==> src/rtl/uart_rx_pkg.sv <==
package uart_rx_pkg;

    localparam int DATA_W = 8;
    localparam int OVS    = 16;
    localparam int MID    = OVS / 2 - 1;

    localparam logic [2:0] ADDR_DATA   = 3'd0;
    localparam logic [2:0] ADDR_STATUS = 3'd5;

    typedef struct packed {
        logic [DATA_W-1:0] data;
        logic              perr;
        logic              ferr;
    } rx_char_t;

    typedef struct packed {
        logic fe;
        logic pe;
        logic oe;
        logic dr;
    } line_stat_t;

    typedef enum logic [2:0] {
        RX_IDLE,
        RX_START,
        RX_DATA,
        RX_PAR,
        RX_STOP
    } rx_state_e;

    function automatic logic parity_bad(input logic [DATA_W-1:0] d,
                                        input logic p,
                                        input logic even);
        return (^{d, p}) ^ ~even;
    endfunction

endpackage

==> src/rtl/uart_rx_shifter.sv <==
module uart_rx_shifter
    import uart_rx_pkg::*;
#(
    parameter int OVSR = OVS
) (
    input  logic     clk,
    input  logic     rst,
    input  logic     sample_tick,
    input  logic     rx_in,
    input  logic     parity_en,
    input  logic     parity_even,
    output logic     char_valid,
    output rx_char_t char_out
);
    localparam int CW  = $clog2(OVSR);
    localparam int BW  = $clog2(DATA_W);
    localparam logic [CW-1:0] CNT_LAST = CW'(OVSR - 1);
    localparam logic [CW-1:0] CNT_CHK  = CW'(OVSR / 2 - 2);
    localparam logic [BW-1:0] BIT_LAST = BW'(DATA_W - 1);

    rx_state_e         st;
    logic [CW-1:0]     cnt;
    logic [BW-1:0]     bitn;
    logic [DATA_W-1:0] shreg;
    logic              par_q;
    logic [1:0]        sync_q;
    logic              rxs;

    assign rxs = sync_q[1];

    always_ff @(posedge clk) begin
        if (rst) begin
            sync_q     <= 2'b11;
            st         <= RX_IDLE;
            cnt        <= '0;
            bitn       <= '0;
            shreg      <= '0;
            par_q      <= 1'b0;
            char_valid <= 1'b0;
            char_out   <= '0;
        end else begin
            sync_q     <= {sync_q[0], rx_in};
            char_valid <= 1'b0;
            if (sample_tick) begin
                unique case (st)
                    RX_IDLE: begin
                        if (!rxs) begin
                            st  <= RX_START;
                            cnt <= '0;
                        end
                    end
                    RX_START: begin
                        if (cnt == CNT_CHK) begin
                            cnt  <= '0;
                            bitn <= '0;
                            st   <= rxs ? RX_IDLE : RX_DATA;
                        end else begin
                            cnt <= cnt + 1'b1;
                        end
                    end
                    RX_DATA: begin
                        if (cnt == CNT_LAST) begin
                            cnt   <= '0;
                            shreg <= {rxs, shreg[DATA_W-1:1]};
                            if (bitn == BIT_LAST) begin
                                st <= parity_en ? RX_PAR : RX_STOP;
                            end else begin
                                bitn <= bitn + 1'b1;
                            end
                        end else begin
                            cnt <= cnt + 1'b1;
                        end
                    end
                    RX_PAR: begin
                        if (cnt == CNT_LAST) begin
                            cnt   <= '0;
                            par_q <= rxs;
                            st    <= RX_STOP;
                        end else begin
                            cnt <= cnt + 1'b1;
                        end
                    end
                    RX_STOP: begin
                        if (cnt == CNT_LAST) begin
                            char_valid    <= 1'b1;
                            char_out.data <= shreg;
                            char_out.perr <= parity_en & parity_bad(shreg, par_q, parity_even);
                            char_out.ferr <= ~rxs;
                            if (rxs) begin
                                st  <= RX_IDLE;
                                cnt <= '0;
                            end else begin
                                // low stop bit is taken as the next start bit
                                st  <= RX_START;
                                cnt <= CNT_CHK;
                            end
                        end else begin
                            cnt <= cnt + 1'b1;
                        end
                    end
                    default: st <= RX_IDLE;
                endcase
            end
        end
    end


    valid_pulse_chk: assert property (@(posedge clk) disable iff (rst)
        char_valid |=> !char_valid);


    resync_chk: assert property (@(posedge clk) disable iff (rst)
        (char_valid && char_out.ferr) |-> (st == RX_START));

endmodule

==> src/rtl/rx_char_store.sv <==
module rx_char_store
    import uart_rx_pkg::*;
#(
    parameter int DEPTH = 16
) (
    input  logic                     clk,
    input  logic                     rst,
    input  logic                     fifo_en,
    input  logic                     wr_en,
    input  rx_char_t                 wr_char,
    input  logic                     pop,
    input  logic                     clr_err,
    output rx_char_t                 head,
    output logic [$clog2(DEPTH):0]   count,
    output logic                     overrun
);
    localparam int AW = $clog2(DEPTH);
    localparam int CW = AW + 1;

    rx_char_t       mem [DEPTH];
    logic [AW-1:0]  rd_ptr, wr_ptr;
    logic           have, pop_ok, accept, replace;
    logic [CW-1:0]  after_pop, cap;

    always_comb begin
        have      = (count != '0);
        pop_ok    = pop && have;
        after_pop = count - CW'(pop_ok);
        cap       = fifo_en ? CW'(DEPTH) : CW'(1);
        accept    = wr_en && (after_pop < cap);
        replace   = wr_en && !accept && !fifo_en;
        overrun   = wr_en && !accept;
        head      = have ? mem[rd_ptr] : '0;
    end

    always_ff @(posedge clk) begin
        if (clr_err && have) begin
            mem[rd_ptr].perr <= 1'b0;
            mem[rd_ptr].ferr <= 1'b0;
        end
        if (accept) begin
            mem[wr_ptr] <= wr_char;
        end else if (replace) begin
            mem[rd_ptr] <= wr_char;
        end
    end

    always_ff @(posedge clk) begin
        if (rst) begin
            rd_ptr <= '0;
            wr_ptr <= '0;
            count  <= '0;
        end else begin
            if (pop_ok)  rd_ptr <= rd_ptr + 1'b1;
            if (accept)  wr_ptr <= wr_ptr + 1'b1;
            count <= after_pop + CW'(accept);
        end
    end


    depth_bound_chk: assert property (@(posedge clk) disable iff (rst)
        count <= CW'(DEPTH));


    full_drop_chk: assert property (@(posedge clk) disable iff (rst)
        (fifo_en && wr_en && !pop && count == CW'(DEPTH)) |=> (count == CW'(DEPTH)));


    replace_keeps_one_chk: assert property (@(posedge clk) disable iff (rst)
        (!fifo_en && wr_en && !pop && count == CW'(1)) |=> (count == CW'(1)));


    last_read_empty_chk: assert property (@(posedge clk) disable iff (rst)
        (count == CW'(1) && pop && !wr_en) |=> (count == '0));

endmodule

==> src/rtl/uart_rx_status.sv <==
module uart_rx_status
    import uart_rx_pkg::*;
#(
    parameter int FIFO_DEPTH = 16
) (
    input  logic       clk,
    input  logic       rst,
    input  logic       sample_tick,
    input  logic       rx_in,
    input  logic       fifo_en,
    input  logic       parity_en,
    input  logic       parity_even,
    input  logic       rd_en,
    input  logic [2:0] rd_addr,
    output logic [7:0] rd_data
);
    localparam int CW = $clog2(FIFO_DEPTH) + 1;

    logic           char_valid;
    rx_char_t       new_char;
    rx_char_t       head;
    logic [CW-1:0]  count;
    logic           overrun;
    logic           oe_q;
    logic           rd_dat, rd_stat;
    line_stat_t     stat;

    uart_rx_shifter #(.OVSR(OVS)) u_shift (
        .clk         (clk),
        .rst         (rst),
        .sample_tick (sample_tick),
        .rx_in       (rx_in),
        .parity_en   (parity_en),
        .parity_even (parity_even),
        .char_valid  (char_valid),
        .char_out    (new_char)
    );

    rx_char_store #(.DEPTH(FIFO_DEPTH)) u_store (
        .clk     (clk),
        .rst     (rst),
        .fifo_en (fifo_en),
        .wr_en   (char_valid),
        .wr_char (new_char),
        .pop     (rd_dat),
        .clr_err (rd_stat),
        .head    (head),
        .count   (count),
        .overrun (overrun)
    );

    always_comb begin
        rd_dat  = rd_en && (rd_addr == ADDR_DATA);
        rd_stat = rd_en && (rd_addr == ADDR_STATUS);
        stat.dr = (count != '0);
        stat.oe = oe_q;
        stat.pe = head.perr;
        stat.fe = head.ferr;
    end

    always_ff @(posedge clk) begin
        if (rst) begin
            oe_q    <= 1'b0;
            rd_data <= '0;
        end else begin
            if (overrun)      oe_q <= 1'b1;
            else if (rd_stat) oe_q <= 1'b0;
            if (rd_dat)       rd_data <= head.data;
            else if (rd_stat) rd_data <= {4'b0000, stat};
            else              rd_data <= '0;
        end
    end


    overrun_wins_chk: assert property (@(posedge clk) disable iff (rst)
        overrun |=> oe_q);


    oe_sticky_chk: assert property (@(posedge clk) disable iff (rst)
        (oe_q && !rd_stat) |=> oe_q);


    oe_clear_chk: assert property (@(posedge clk) disable iff (rst)
        (rd_stat && !overrun) |=> !oe_q);


    status_upper_zero_chk: assert property (@(posedge clk) disable iff (rst)
        $past(rd_stat) |-> (rd_data[7:4] == 4'b0000));

endmodule

==> config.mk <==
export PLATFORM = sky130hd
export DESIGN_NAME = uart_rx_status
export DESIGN_NICKNAME = d
export VERILOG_FILES = /design/src/rtl/uart_rx_pkg.sv /design/src/rtl/uart_rx_shifter.sv /design/src/rtl/rx_char_store.sv /design/src/rtl/uart_rx_status.sv
export SDC_FILE = /design/constraint.sdc
export NUM_CORES = 1
export LEC_CHECK = 0
export ABC_AREA = 1
export BUFFER_PORTS_ARGS = -buffer_cell sky130_fd_sc_hd__buf_2
export CORE_MARGIN = 8
export CORE_UTILIZATION = 50
export DETAILED_ROUTE_END_ITERATION = 10
export PLACE_DENSITY = 0.67
export SETUP_SLACK_MARGIN = 0.2
export SLEW_MARGIN = 20
export SYNTH_ARGS = -nofsm -noshare
export SYNTH_HDL_FRONTEND = slang
export SYNTH_SLANG_ARGS = --single-unit
==> constraint.sdc <==
create_clock -name clk -period 4.35 [get_ports clk]
set_input_delay 0.87 -clock clk [delete_from_list [all_inputs] [get_ports clk]]
set_output_delay 0.87 -clock clk [all_outputs]
set_load 0.01 [all_outputs]
==> run metrics <==
CTS root buf=clkbuf_16; overall power=roughly 4.5 mW; layout cell share with drive strength beyond 1=8.39%; Clock Path Buffers=3; post-synthesis cell count=1047; HPWL after detailed placement=15000 um; Ys Warns=0; mapped cell area=0.00989 mm^2; Non-Filler Cell Area, Final=0.0109 mm^2; die height=157 um; final max-slew violation count=0; RSZ-0062 raised after global routing=no; worst-margin pin slew=just over 0.9 ns; Boundary Pins=19; later-pin clock latency in the skew report=0.53 ns; Synth area leader=edfxtp_1; R2R cell count=15; CP required=~4.5 ns; routed length per instance=17.7 um; placed cell areas=0.0101 mm^2; maximum VDD drop=0.409 mV; final core utilization=55.8%; top cell type's share of synthesized area=48.6%; Die X=157 um; Mapped Nets=1075; Cells after DPL=1282; Final Critical Period=3.49 ns; Core ar.=0.0195 mm^2; largest net degree at the start of global routing=95; Die ar.=approximately 0.025 mm^2; reg2reg end=u_store.mem[8][6]; vias=7266; fin cells=1326; clk slew on worst S/H paths=0.06 ns; Fin. Hold Viols=0; Vias/cell=approximately 5.5; first-pass GRT wire length=37600 um; Worst Setup SP=rd_addr[0]; Power Density=410 mW/mm^2; r2r startpoint=u_store.count[3]; HP Class=register to register; max-cap violations=0; Crit Path Class=primary input to register; CTS H-tree depth=1; # resized after CTS=0; Post-DRT Antenna Nets=0; Worst Path Max Fanout=12; # fillers=1687; Setup Fix Bufs, Post-CTS=0; setup TNS=0 ns; drt first-iter violations=641; synth top area cells=edfxtp_1 49%, dfxtp_1 12%, nand2_1 8.1%; Arr. time, crit path=3.66 ns; register area share after synthesis=60.3%; initial core utilization=roughly half; max_slew headroom=38.2%; Startpoint Class=primary input; Seq cells post-synth=218; Setup WS post-layout=0.862 ns; Congestion Overflow GR=0; Finish-stage setup viols=0; hold slack=0.411 ns; leakage=4.63 nW; DRC=0; type of destination of the critical path=register; TritonCTS clock tree=built; CTS buffer count=24; Tcrit/Tclk final=80.2%; GRT Overall Usage=slightly below 20%; dpl ws=between 0.3 and 0.4 ns; Placer Congestion=between 0.8 and 0.9; Worst R2R Setup Slack=0.99 ns; status=finished clean; nets=1071; Site Rows=51; synth unique cells=34; final WL=23500 um; fmax=approximately 290 MHz; antenna violations before repair=0; first-pass detailed-route iteration total=6; end of the critical path=u_store.mem[8][6]; CTS Hold Bufs=0; Area Growth Syn to Fin=9.85%; number of global-route vias before repair=6982; PortBufs=18; n_diodes=0; clk sinks=about 220; Syn Area/Cell=9.45 um^2; Worst Skew=about 0.021 ns
[worst min-delay path by stage]
| stage | from | endpoint | slack (ns) | cells after the start |
|---|---|---|---|---|
| floorplan | u_shift.sync_q[0] | u_shift.sync_q[1] | 0.39 | 1 |
| global placement | u_shift.sync_q[0] | u_shift.sync_q[1] | 0.39 | 1 |
| detailed placement | u_shift.sync_q[0] | u_shift.sync_q[1] | 0.40 | 1 |
| CTS | u_shift.sync_q[0] | u_shift.sync_q[1] | 0.41 | 1 |
| global route | u_shift.sync_q[0] | u_shift.sync_q[1] | 0.43 | 1 |
| finish | u_shift.sync_q[0] | u_shift.sync_q[1] | 0.41 | 1 |
[layer usage]
layer	global-route usage [%]	vias up	share of wire (%)
li1	-	3524	-
met1	26.7	3397	44
met2	30.5	286	45
met3	3.09	59	7.8
met4	7.92	0	3.3
met5	0	-	0
[power by group]
part           leakage [nW]  internal, mW  switching (mW)  total, mW
Clock                 0.391          1.15           0.851       2.01
Sequential             2.24          2.22          0.0209       2.25
Combinational          2.01        0.0632           0.136      0.199
[synthesized netlist by cell type]
| library cell | number |
|---|---|
| nand4_1 | 3 |
| nand2_4 | 3 |
| inv_1 | 73 |
| ha_1 | 17 |
| inv_4 | 1 |
| nand2_1 | 214 |
| edfxtp_1 | 160 |
| buf_2 | 21 |
| nor4_1 | 1 |
| nor3b_1 | 1 |
| xnor2_1 | 4 |
| nor3_1 | 6 |
| o21ai_0 | 128 |
| nand2_2 | 8 |
| buf_1 | 1 |
| nand3_4 | 1 |
| buf_4 | 7 |
| o211ai_1 | 19 |
| o22ai_1 | 7 |
| mux2i_1 | 1 |
| nor2_2 | 1 |
| dfxtp_1 | 58 |
| a21oi_1 | 43 |
| or2_2 | 2 |
| inv_2 | 1 |
| clkbuf_1 | 20 |
| nand3b_1 | 1 |
| nor2_1 | 157 |
| xor2_1 | 6 |
| buf_6 | 4 |
| nand3_1 | 71 |
| nand3_2 | 2 |
| nor2_4 | 4 |
| clkinv_1 | 1 |
[layout by cell type (no fill, tap or decap), types with 2 or more instances in the layout]
| master | instances |
|---|---|
| nor2_4 | 4 |
| nand2_1 | 214 |
| clkinv_2 | 4 |
| edfxtp_1 | 160 |
| nor2_1 | 157 |
| nand2_2 | 8 |
| o21ai_0 | 128 |
| buf_2 | 18 |
| ha_1 | 17 |
| buf_4 | 5 |
| nand3_1 | 71 |
| clkinv_4 | 2 |
| a21oi_1 | 43 |
| nand4_1 | 3 |
| nor3_1 | 6 |
| inv_2 | 2 |
| inv_4 | 4 |
| nand2_4 | 3 |
| inv_1 | 72 |
| o22ai_1 | 7 |
| clkinv_1 | 5 |
| dfxtp_2 | 2 |
| nand3_2 | 2 |
| clkinvlp_4 | 2 |
| clkbuf_16 | 26 |
| o211ai_1 | 19 |
| or2_2 | 2 |
| xnor2_1 | 4 |
| xor2_1 | 6 |
| dfxtp_1 | 56 |
[sequential cells by signal, indices dropped and copies added, names as in the netlist, named ones only]
register            cells
u_shift.st              3
u_shift.sync_q          2
u_shift.cnt             4
u_shift.shreg           8
u_shift.bitn            3
u_store.count           5
u_store.mem           160
rd_data                 8
u_shift.char_valid      1
u_store.rd_ptr          4
u_shift.char_out       10
u_shift.par_q           1
u_store.wr_ptr          4
oe_q                    1
[cell families after synthesis]
kind of cell	synth area share [%]
xor+xnor	0.885
buf+inv	5.76
mux	0.101
flops	60.3
simple gates	20.3
fa+ha+maj	2.15
compound gates	10.5
[worst max-delay path, stage by stage]
cell and delay [ns]:
buf_2 0.10, nor4_1 0.31, nand2_1 0.12, inv_1 0.11
ha_1 0.20, ha_1 0.20, nand2_1 0.07, xor2_1 0.17
inv_1 0.08, ha_1 0.31, nand2_4 0.11, nand3_4 0.17
nor2_4 0.35, nand2_1 0.12, nand2_1 0.35
[final cells by class]
| cell class | instances | area, um^2 | area share [%] |
|---|---|---|---|
| Clock buffer | 26 | 651 | 5.99 |
| Clock inverter | 18 | 144 | 1.32 |
| Inverter | 76 | 288 | 2.65 |
| Multi-Input combinational cell | 700 | 3360 | 30.9 |
| Sequential cell | 218 | 5970 | 54.9 |
| Tap cell | 265 | 332 | 3.05 |
| Timing Repair Buffer | 23 | 128 | 1.17 |
(Power assumes the default switching activity.)
